[config.mk]
export PLATFORM = sky130hd
export DESIGN_NAME = trb_ring_dequeue
export DESIGN_NICKNAME = d
export VERILOG_FILES = /design/src/rtl/trb_ring_pkg.sv /design/src/rtl/trb_field_dec.sv /design/src/rtl/trb_desc_buf.sv /design/src/rtl/trb_ring_dequeue.sv
export SDC_FILE = /design/constraint.sdc
export NUM_CORES = 2
export LEC_CHECK = 0
export ABC_CLOCK_PERIOD_IN_PS = 53600
export BUFFER_PORTS_ARGS = -buffer_cell sky130_fd_sc_hd__buf_4
export CAP_MARGIN = 10
export CORE_AREA = 2 2 384 386
export CTS_CLUSTER_DIAMETER = 60
export DETAILED_ROUTE_END_ITERATION = 6
export DIE_AREA = 0 0 386 388
export PLACE_DENSITY = 0.63
export SLEW_MARGIN = 20
export SYNTH_ARGS = -nofsm -noshare
export SYNTH_HDL_FRONTEND = slang
export SYNTH_HIERARCHICAL = 1
export SYNTH_SLANG_ARGS = --single-unit
[constraint.sdc]
create_clock -name clk -period 53.6 [get_ports clk]
set_clock_uncertainty 0.1 [all_clocks]
set_input_delay 2.68 -clock clk [delete_from_list [all_inputs] [get_ports clk]]
set_output_delay 2.68 -clock clk [all_outputs]
set_load 0.02 [all_outputs]
[src/rtl/trb_ring_pkg.sv]
package trb_ring_pkg;
    localparam int TRB_W     = 128;
    localparam int TRB_BYTES = 16;
    localparam int CYC_BIT   = 96;
    localparam int TOG_BIT   = 97;
    localparam int CHAIN_BIT = 100;
    localparam int TYPE_LO   = 106;
    localparam int TYPE_W    = 6;
    localparam logic [TYPE_W-1:0] TYPE_LINK = 6'd6;

    typedef enum logic [2:0] {
        ST_IDLE,
        ST_REQ,
        ST_WAIT,
        ST_DRAIN,
        ST_HALT
    } eng_state_e;
endpackage

[src/rtl/trb_field_dec.sv]
module trb_field_dec
    import trb_ring_pkg::*;
#(
    parameter int ADDR_W = 64
) (
    input  logic [TRB_W-1:0]  trb,
    output logic              cyc,
    output logic              chain,
    output logic              is_link,
    output logic              toggle,
    output logic [ADDR_W-1:0] seg_ptr
);
    always_comb begin
        cyc     = trb[CYC_BIT];
        chain   = trb[CHAIN_BIT];
        toggle  = trb[TOG_BIT];
        is_link = (trb[TYPE_LO +: TYPE_W] == TYPE_LINK);
        seg_ptr = {trb[ADDR_W-1:4], 4'b0000};
    end
endmodule

[src/rtl/trb_desc_buf.sv]
module trb_desc_buf #(
    parameter int DEPTH = 8,
    parameter int W     = 192,
    localparam int CNT_W = $clog2(DEPTH + 1),
    localparam int IDX_W = $clog2(DEPTH)
) (
    input  logic             clk,
    input  logic             rst_n,
    input  logic             clear,
    input  logic             push,
    input  logic [W-1:0]     din,
    input  logic             pop,
    output logic [W-1:0]     dout,
    output logic             rd_last,
    output logic [CNT_W-1:0] count
);
    typedef struct packed {
        logic [CNT_W-1:0] wr;
        logic [CNT_W-1:0] rd;
    } buf_regs_t;

    buf_regs_t d, q;
    logic [W-1:0] store_q [DEPTH];

    always_comb begin
        count   = q.wr - q.rd;
        rd_last = (count == CNT_W'(1));
        dout    = store_q[q.rd[IDX_W-1:0]];
        d       = q;
        if (clear) begin
            d.wr = '0;
            d.rd = '0;
        end else begin
            if (push) d.wr = q.wr + CNT_W'(1);
            if (pop) begin
                d.rd = q.rd + CNT_W'(1);
                if (rd_last) begin
                    d.wr = '0;
                    d.rd = '0;
                end
            end
        end
    end

    always_ff @(posedge clk or negedge rst_n) begin
        if (!rst_n) q <= '0;
        else        q <= d;
    end

    always_ff @(posedge clk) begin
        if (push && !clear) store_q[q.wr[IDX_W-1:0]] <= din;
    end


    no_overflow_chk: assert property (@(posedge clk) disable iff (!rst_n)
        push |-> (count < CNT_W'(DEPTH)));


    count_bound_chk: assert property (@(posedge clk) disable iff (!rst_n)
        count <= CNT_W'(DEPTH));
endmodule

[src/rtl/trb_ring_dequeue.sv]
module trb_ring_dequeue
    import trb_ring_pkg::*;
#(
    parameter int ADDR_W = 64,
    parameter int DEPTH  = 8
) (
    input  logic               clk,
    input  logic               rst_n,
    input  logic               sw_ptr_wr,
    input  logic [ADDR_W-1:0]  sw_ptr_data,
    input  logic               sw_cyc_wr,
    input  logic               sw_cyc_data,
    input  logic               poll,
    output logic               mem_req_valid,
    input  logic               mem_req_ready,
    output logic [ADDR_W-1:0]  mem_req_addr,
    input  logic               mem_rsp_valid,
    input  logic [TRB_W-1:0]   mem_rsp_data,
    output logic               out_valid,
    input  logic               out_ready,
    output logic [TRB_W-1:0]   out_trb,
    output logic [ADDR_W-1:0]  out_addr,
    output logic               out_last,
    output logic [ADDR_W-1:0]  deq_ptr,
    output logic               cyc_state,
    output logic               chain_err
);
    localparam int ENT_W = ADDR_W + TRB_W;
    localparam int CNT_W = $clog2(DEPTH + 1);
    localparam logic [ADDR_W-1:0] STEP = ADDR_W'(TRB_BYTES);

    typedef struct packed {
        eng_state_e        state;
        logic [ADDR_W-1:0] ptr;
        logic              ccs;
        logic              err;
    } eng_regs_t;

    eng_regs_t d, q;

    logic              f_cyc, f_chain, f_link, f_tog;
    logic [ADDR_W-1:0] f_seg;
    logic              buf_push, buf_pop, buf_clr, buf_last;
    logic [ENT_W-1:0]  buf_dout;
    logic [CNT_W-1:0]  buf_cnt;
    logic              sw_ok;

    trb_field_dec #(.ADDR_W(ADDR_W)) u_dec (
        .trb     (mem_rsp_data),
        .cyc     (f_cyc),
        .chain   (f_chain),
        .is_link (f_link),
        .toggle  (f_tog),
        .seg_ptr (f_seg)
    );

    trb_desc_buf #(.DEPTH(DEPTH), .W(ENT_W)) u_buf (
        .clk     (clk),
        .rst_n   (rst_n),
        .clear   (buf_clr),
        .push    (buf_push),
        .din     ({q.ptr, mem_rsp_data}),
        .pop     (buf_pop),
        .dout    (buf_dout),
        .rd_last (buf_last),
        .count   (buf_cnt)
    );

    always_comb begin
        d        = q;
        buf_push = 1'b0;
        buf_pop  = 1'b0;
        buf_clr  = 1'b0;
        sw_ok    = (q.state == ST_IDLE) || (q.state == ST_HALT);
        case (q.state)
            ST_REQ: if (mem_req_ready) d.state = ST_WAIT;
            ST_WAIT: begin
                if (mem_rsp_valid) begin
                    if (f_cyc != q.ccs) begin
                        d.state = ST_IDLE;
                    end else if (f_link) begin
                        d.ptr   = f_seg;
                        d.ccs   = q.ccs ^ f_tog;
                        d.state = ST_REQ;
                    end else begin
                        d.ptr = q.ptr + STEP;
                        if (f_chain && (buf_cnt == CNT_W'(DEPTH - 1))) begin
                            d.err   = 1'b1;
                            buf_clr = 1'b1;
                            d.state = ST_HALT;
                        end else begin
                            buf_push = 1'b1;
                            d.state  = f_chain ? ST_REQ : ST_DRAIN;
                        end
                    end
                end
            end
            ST_DRAIN: begin
                if (out_ready) begin
                    buf_pop = 1'b1;
                    if (buf_last) d.state = ST_REQ;
                end
            end
            default: ;
        endcase
        if (sw_ok) begin
            if (sw_ptr_wr) begin
                d.ptr   = {sw_ptr_data[ADDR_W-1:4], 4'b0000};
                d.err   = 1'b0;
                buf_clr = 1'b1;
                d.state = ST_IDLE;
            end
            if (sw_cyc_wr) d.ccs = sw_cyc_data;
            if (poll && (d.state == ST_IDLE)) d.state = ST_REQ;
        end
    end

    always_ff @(posedge clk or negedge rst_n) begin
        if (!rst_n) begin
            q.state <= ST_IDLE;
            q.ptr   <= '0;
            q.ccs   <= 1'b0;
            q.err   <= 1'b0;
        end else begin
            q <= d;
        end
    end

    assign mem_req_valid = (q.state == ST_REQ);
    assign mem_req_addr  = q.ptr;
    assign out_valid     = (q.state == ST_DRAIN);
    assign out_trb       = buf_dout[TRB_W-1:0];
    assign out_addr      = buf_dout[ENT_W-1:TRB_W];
    assign out_last      = buf_last;
    assign deq_ptr       = q.ptr;
    assign cyc_state     = q.ccs;
    assign chain_err     = q.err;


    req_hold_chk: assert property (@(posedge clk) disable iff (!rst_n)
        (mem_req_valid && !mem_req_ready) |=> (mem_req_valid && $stable(mem_req_addr)));


    unowned_no_move_chk: assert property (@(posedge clk) disable iff (!rst_n)
        (q.state == ST_WAIT && mem_rsp_valid && f_cyc != q.ccs)
            |=> ($stable(deq_ptr) && $stable(cyc_state) && !mem_req_valid && !out_valid));


    ptr_step_chk: assert property (@(posedge clk) disable iff (!rst_n)
        (q.state == ST_WAIT && mem_rsp_valid && f_cyc == q.ccs && !f_link)
            |=> (deq_ptr == $past(deq_ptr) + STEP));


    out_hold_chk: assert property (@(posedge clk) disable iff (!rst_n)
        (out_valid && !out_ready) |=> (out_valid && $stable(out_trb)
            && $stable(out_addr) && $stable(out_last)));


    err_sticky_chk: assert property (@(posedge clk) disable iff (!rst_n)
        (chain_err && !sw_ptr_wr) |=> chain_err);


    halt_quiet_chk: assert property (@(posedge clk) disable iff (!rst_n)
        chain_err |-> (!mem_req_valid && !out_valid));
endmodule

======== Yosys cells after proc, flatten, opt, wreduce, memory -nomap -nowiden ========
Memory sizes are Yosys's and may differ from the RTL's.
Cells that the tools add are included.
storage, ports and cells
  bits in registers ....................... 77
  RAM bits ................................ 1,536
  bits of input ports ..................... 201
  output and inout bits ................... 325
  logic and storage cells ................. 68
  memories ................................ 1
memory list
  name           words  width  rd ports  clocked after Yosys merged registers in  wr ports  line                source
  u_buf.store_q  8      192    1         0                                        1         trb_desc_buf.sv:23  logic [W-1:0] store_q [DEPTH];
cells by class
  $add $sub $neg .......................... 4
  equality and inequality tests ........... 8
  mux-type cells .......................... 40
  bitwise operators ....................... 1
  reductions and logical operators ........ 8
operator list
  cell                   number
  $mux 67                3
  $mux 69                2
  $mux 66                2
  $add 64x5->64 const B  1
  $mux 8                 3
  $mux 1                 21
  $mux 3                 6
  $pmux 3 s3             1
  $add 4x1->4 const B    2
  $eq 3x2->1 const B     2
  $eq 6x3->1 const B     1
  $logic_not 3->1        2
  $eq 4x1->1 const B     1
  $eq 4x3->1 const B     1
  $mux 4                 1
  $sub 4x4->4            1
  $eq 3x1->1 const B     1
  $eq 3x3->1 const B     1
  $logic_and 1x1->1      3
  $mux 2                 1
  $reduce_bool 2->1      1
  $logic_not 1->1        1
  $logic_or 1x1->1       1
  $ne 1x1->1             1
  $xor 1x1->1            1

======== Longest topological paths before layout ========
  depth after elaboration ................. 14
  mapped depth ............................ 16

======== Modules after synthesis ========
Netlist, hierarchy kept.
by module, submodules not included
  module            times used  cells an instance  area an instance (µm²)  sequential area each (µm²)
  trb_desc_buf      1           2,701              58,423.5                46,324.4
  trb_ring_dequeue  1           809                6,115.9                 1,726.7
  trb_field_dec     1           70                 529.3                   0.0

======== Worst setup path before layout ========
Ideal clock, no wire load.
  path kind ............................... input-to-reg
  from .................................... input port mem_rsp_data[96]
  to ...................................... memory u_buf.store_q[0][0] (enable)
  setup time .............................. 1.213 ns
  arrival ................................. 22.332 ns
  required time ........................... 52.287 ns
  path slack .............................. 29.955 ns
  stages .................................. 9
  path through ............................ buf_4 xor2_1 nor2_1 clkbuf_1 clkbuf_1 and3_1 clkbuf_1 nand2b_1 nor4_1
on the way
  elaborated cells on any way between the ends .. 13
  those cells by class .................... eq/ne (1); mux (10); reduce/logical (2)
RTL lines
  what                          line                    source
  start, declared               trb_ring_dequeue.sv:18  input logic [TRB_W-1:0] mem_rsp_data,
  $ne 1x1->1                    trb_ring_dequeue.sv:79  if (f_cyc != q.ccs) begin
  $mux 1                        trb_ring_dequeue.sv:79
  $mux 1                        trb_ring_dequeue.sv:78  if (mem_rsp_valid) begin
  $mux 1                        trb_ring_dequeue.sv:75  case (q.state)
  via buf_push                  trb_ring_dequeue.sv:43  logic buf_push, buf_pop, buf_clr, buf_last;
  $logic_and 1x1->1             trb_desc_buf.sv:51      if (push && !clear) store_q[q.wr[IDX_W-1:0]] <= din;
  $mux 1                        trb_desc_buf.sv:51
  $mux 1 (implied by the code)  trb_desc_buf.sv:51
  end, declared                 trb_desc_buf.sv:23
The timed path passes the listed nets, and every way through them passes these cells.

======== Final worst setup path ========
  from .................................... input port mem_rsp_data[111]
  to ...................................... memory u_buf.store_q[0][175] (enable)
on the way
  cells in the longest elaborated chain, start to end .. 11
  elaborated cells on any way between the ends .. 15
  those cells by class .................... eq/ne (1); mux (12); reduce/logical (2)
RTL lines
  what                            line                     source
  $eq 6x3->1 *                    trb_field_dec.sv:17      is_link = (trb[TYPE_LO +: TYPE_W] == TYPE_LINK);
  via f_link                      trb_ring_dequeue.sv:41   logic f_cyc, f_chain, f_link, f_tog;
  $mux 1 *                        trb_ring_dequeue.sv:81   end else if (f_link) begin
  $mux 1 *                        trb_ring_dequeue.sv:79
  $mux 1 *                        trb_ring_dequeue.sv:78
  $mux 1 *                        trb_ring_dequeue.sv:75
  $mux 1                          trb_ring_dequeue.sv:107  if (sw_ptr_wr) begin
  $mux 1 *                        trb_ring_dequeue.sv:106  if (sw_ok) begin
  via buf_clr                     trb_ring_dequeue.sv:43
  $logic_not 1->1 *               trb_desc_buf.sv:51
  $logic_and 1x1->1 *             trb_desc_buf.sv:51
  $mux 1 *                        trb_desc_buf.sv:51
  $mux 1 (implied by the code) *  trb_desc_buf.sv:51
Mark *: on every way through the listed nets, which the timed path passes. The rest lies on a longest branch.

==> metrics <==
status=finished, final reports clean; Seq pwr share=42.2%; fin crit share=15.89%; library cells used by synthesis=76; CTS tree=yes; Mapped Area=0.06507 mm²; Pleak=25.32 nW; mean post-synth cell area=18.18 µm²; Max Freq=117.4 MHz; dominant cells by area after synthesis=edfxtp_1 (71%), mux4_2 (13%), nand2_1 (4.0%), dfrtp_1 (3.0%), buf_4 (2.2%); CTS clk-pin slew, worst paths=0.06 ns; Placed Instance Area=0.06963 mm²; DPL Wire Length=95.05 mm; Tmin final=8.515 ns; GRT overflow=0; Yosys warning count=6; GPL Wtd Cong=0.7795; Internal=2.505 mW; first-pass GRT wire length=236.6 mm; NetSw=1.137 mW; Comb power frac=26.7%; TNS Setup=0 ns; antenna violations before repair=27; Seq/Total Area, Yosys=73.85%; initial core utilization=44.81%; Die Height=388 µm; # DRC=0; post-synth top area cell=edfxtp_1; crit path max fanout=57; Worst Setup SP=mem_rsp_data[111]; R2R setup slack=47.16 ns; Max Buffers Root-to-Sink=3; Buffers on Ports=521; Post-CTS Setup Bufs=0; worst reg2reg startpoint=u_buf/q[2]$_DFFE_PN0P_; Die X=386 µm; via/cell ratio=5.656; worst r2r path cells=14; Seq cells post-synth=1613; Site Rows=140; total track usage=21.89%; via count=34.12k; Pins Over Slew Limit=0; largest net degree at the start of global routing=138; # setup viols final=0; DR WL/cell=27.30 µm; worst slew pin tran=1.077 ns; DP Worst Slack=44.22 ns; Max VDD drop=0.03777 mV; PwrDens=48.54 mW/mm²; switching share of power=31.22%; DRT iter0 DRCs=3213; Slew headroom=28.21%; cells after synthesis=3580; Layout Nets=4176; CP arrival=8.83 ns; Critical Path End=u_buf/store_q[0][175]$_DFFE_PP_; root buffer selected by CTS=clkbuf_16; Area growth syn-to-layout=15.29%; Top FF cell, synth=edfxtp_1; Max Cap Viol=0; CTS-repair resized insts=0; Num CTS Buffers=170; Post-synth EDFFs=1536; Hold Vio Cnt, Final=0; final worst setup slack=45.08 ns; WL final=164.7 mm; ys async rst share=4.774%; clock share of power=31.1%; CTS Sinks=1613; vias in the first global route=34.01k; layout cell share with drive strength beyond 1=30.41%; RSZ-0062 raised after global routing=no; share of the synthesized area in the top cell type=70.89%; placed insts=5713; DR pass1 iterations=5; die area=0.1498 mm²; Non-Filler Instances=6032; Startpoint Class=input pin; H-Tree Depth=4; cts hold-fix bufs=0; Critical Path End Type=register; Ports=526; core area=0.1452 mm²; RR Endpoint=u_buf/store_q[0][175]$_DFFE_PP_; critical path class=in2reg; Worst EP required=53.92 ns; antenna viol nets, final=0; worst hold path class=reg2reg; worst skew pair latency=0.80 ns; post-route cell area=0.07502 mm²
-- critical path, cell delays in order --
cell and delay [ns]:
buf_4 0.14, or4b_1 0.57, nor3b_4 0.18, buf_4 0.62, inv_2 0.59, nand2_1 0.66, o21ai_1 0.19, buf_4 0.24
nor4_2 0.28, buf_4 0.82, buf_4 0.80, buf_4 0.82
-- logic make-up (layout without fill, tap and decap cells) --
kind of cell | count (synthesis) | in the layout | share of synthesized area [%]
mux | 401 | 401 | 13.56
other cells | 1 | 15 | 0.005763
xor+xnor | 12 | 12 | 0.1615
buf+inv | 394 | 915 | 3.928
fa+ha+maj | 7 | 7 | 0.1461
simple gates | 942 | 942 | 6.242
compound gates | 210 | 210 | 2.111
flops | 1613 | 1613 | 73.85
-- registers in the layout, summed over array words and instances, names as in the netlist --
signal and cells:
q 3, deq_ptr 64, u_buf/store_q 1536, u_buf/q 8, cyc_state 1, chain_err 1
-- final cells by class --
cell class | instances | area, µm²
inverter | 14 | 60.06
timing repair buffer | 593 | 4559
clock buffer | 207 | 4423
tap | 1917 | 2399
antenna | 11 | 27.53
fill | 11570 | 70200
sequential | 1613 | 48060
clock inverter | 101 | 939.7
multi-input combinational | 1576 | 14550
-- synth_stat cells (5+ instances only) --
cell type  number
a21oi_1        50
ha_1            6
o221ai_1       10
buf_2          48
and2_1          5
nand2_1       690
edfxtp_1     1536
a31oi_1        11
buf_1           8
a311oi_1        9
xor2_1          5
nor2_1         63
o211ai_1        7
nand2b_1        5
o21a_1          5
dfrtp_1        77
and3_1         17
nand3_1        40
nor3_1         40
xnor2_1         7
clkbuf_1       91
mux4_2        384
a221oi_1       12
mux2i_1        14
buf_6          38
or3_1          13
nor4_1          8
and4_1         10
o21ai_0        56
o31ai_1         7
nand4_1        21
inv_1          14
a211oi_1        6
buf_4         195
-- how the worst min path moves through the flow --
stage | from | end | slack [ns] | depth (start not counted)
floorplan | q[68]$_DFF_PN0_ | q[68]$_DFF_PN0_ | 0.47 | 2
global placement | chain_err$_DFF_PN0_ | chain_err$_DFF_PN0_ | 0.41 | 2
detailed placement | chain_err$_DFF_PN0_ | chain_err$_DFF_PN0_ | 0.42 | 2
CTS | chain_err$_DFF_PN0_ | chain_err$_DFF_PN0_ | 0.43 | 2
global route | chain_err$_DFF_PN0_ | chain_err$_DFF_PN0_ | 0.46 | 2
finish | chain_err$_DFF_PN0_ | chain_err$_DFF_PN0_ | 0.44 | 2
-- metal layers --
metal,up-vias,track usage (%),routed length [µm]
met1,17940,31.77,70130
met4,18,5.801,3361
met5,-,0,115
li1,14650,-,-
met3,243,4.540,13300
met2,1272,33.81,77770
-- layout by cell type, fill, tap and decap left out, drive strengths merged, types with 12 or more instances in the layout --
cell type     n
or3          13
a221oi       12
nand3        41
buf         593
a21oi        50
clkinv       74
inv          23
nor3         42
nor2         64
mux2i        14
o21ai        57
dfrtp        77
clkbuf      207
nand4        23
edfxtp     1536
nand2       690
and3         17
mux4        384
-- power groups by stage --
stage / combinational (mW) / clock [mW] / sequential [mW]
global route: 1.04 / 1.20 / 1.54
floorplan: 0.677 / 0 / 1.54
global placement: 0.985 / 0 / 1.56
finish: 0.973 / 1.13 / 1.54
CTS: 0.990 / 1.16 / 1.54
detailed placement: 0.988 / 0 / 1.56
-- per-stage QoR --
step                hold slack, ns  total power [mW]  util [%]
finish                      0.4364             3.642     51.66
global route                0.4607             3.791     51.64
CTS                         0.4303             3.685     51.64
detailed placement          0.4176             2.552     47.95
global placement            0.4051             2.545     47.93
floorplan                   0.4736             2.215         -
Power figures use the tool's default switching activity.
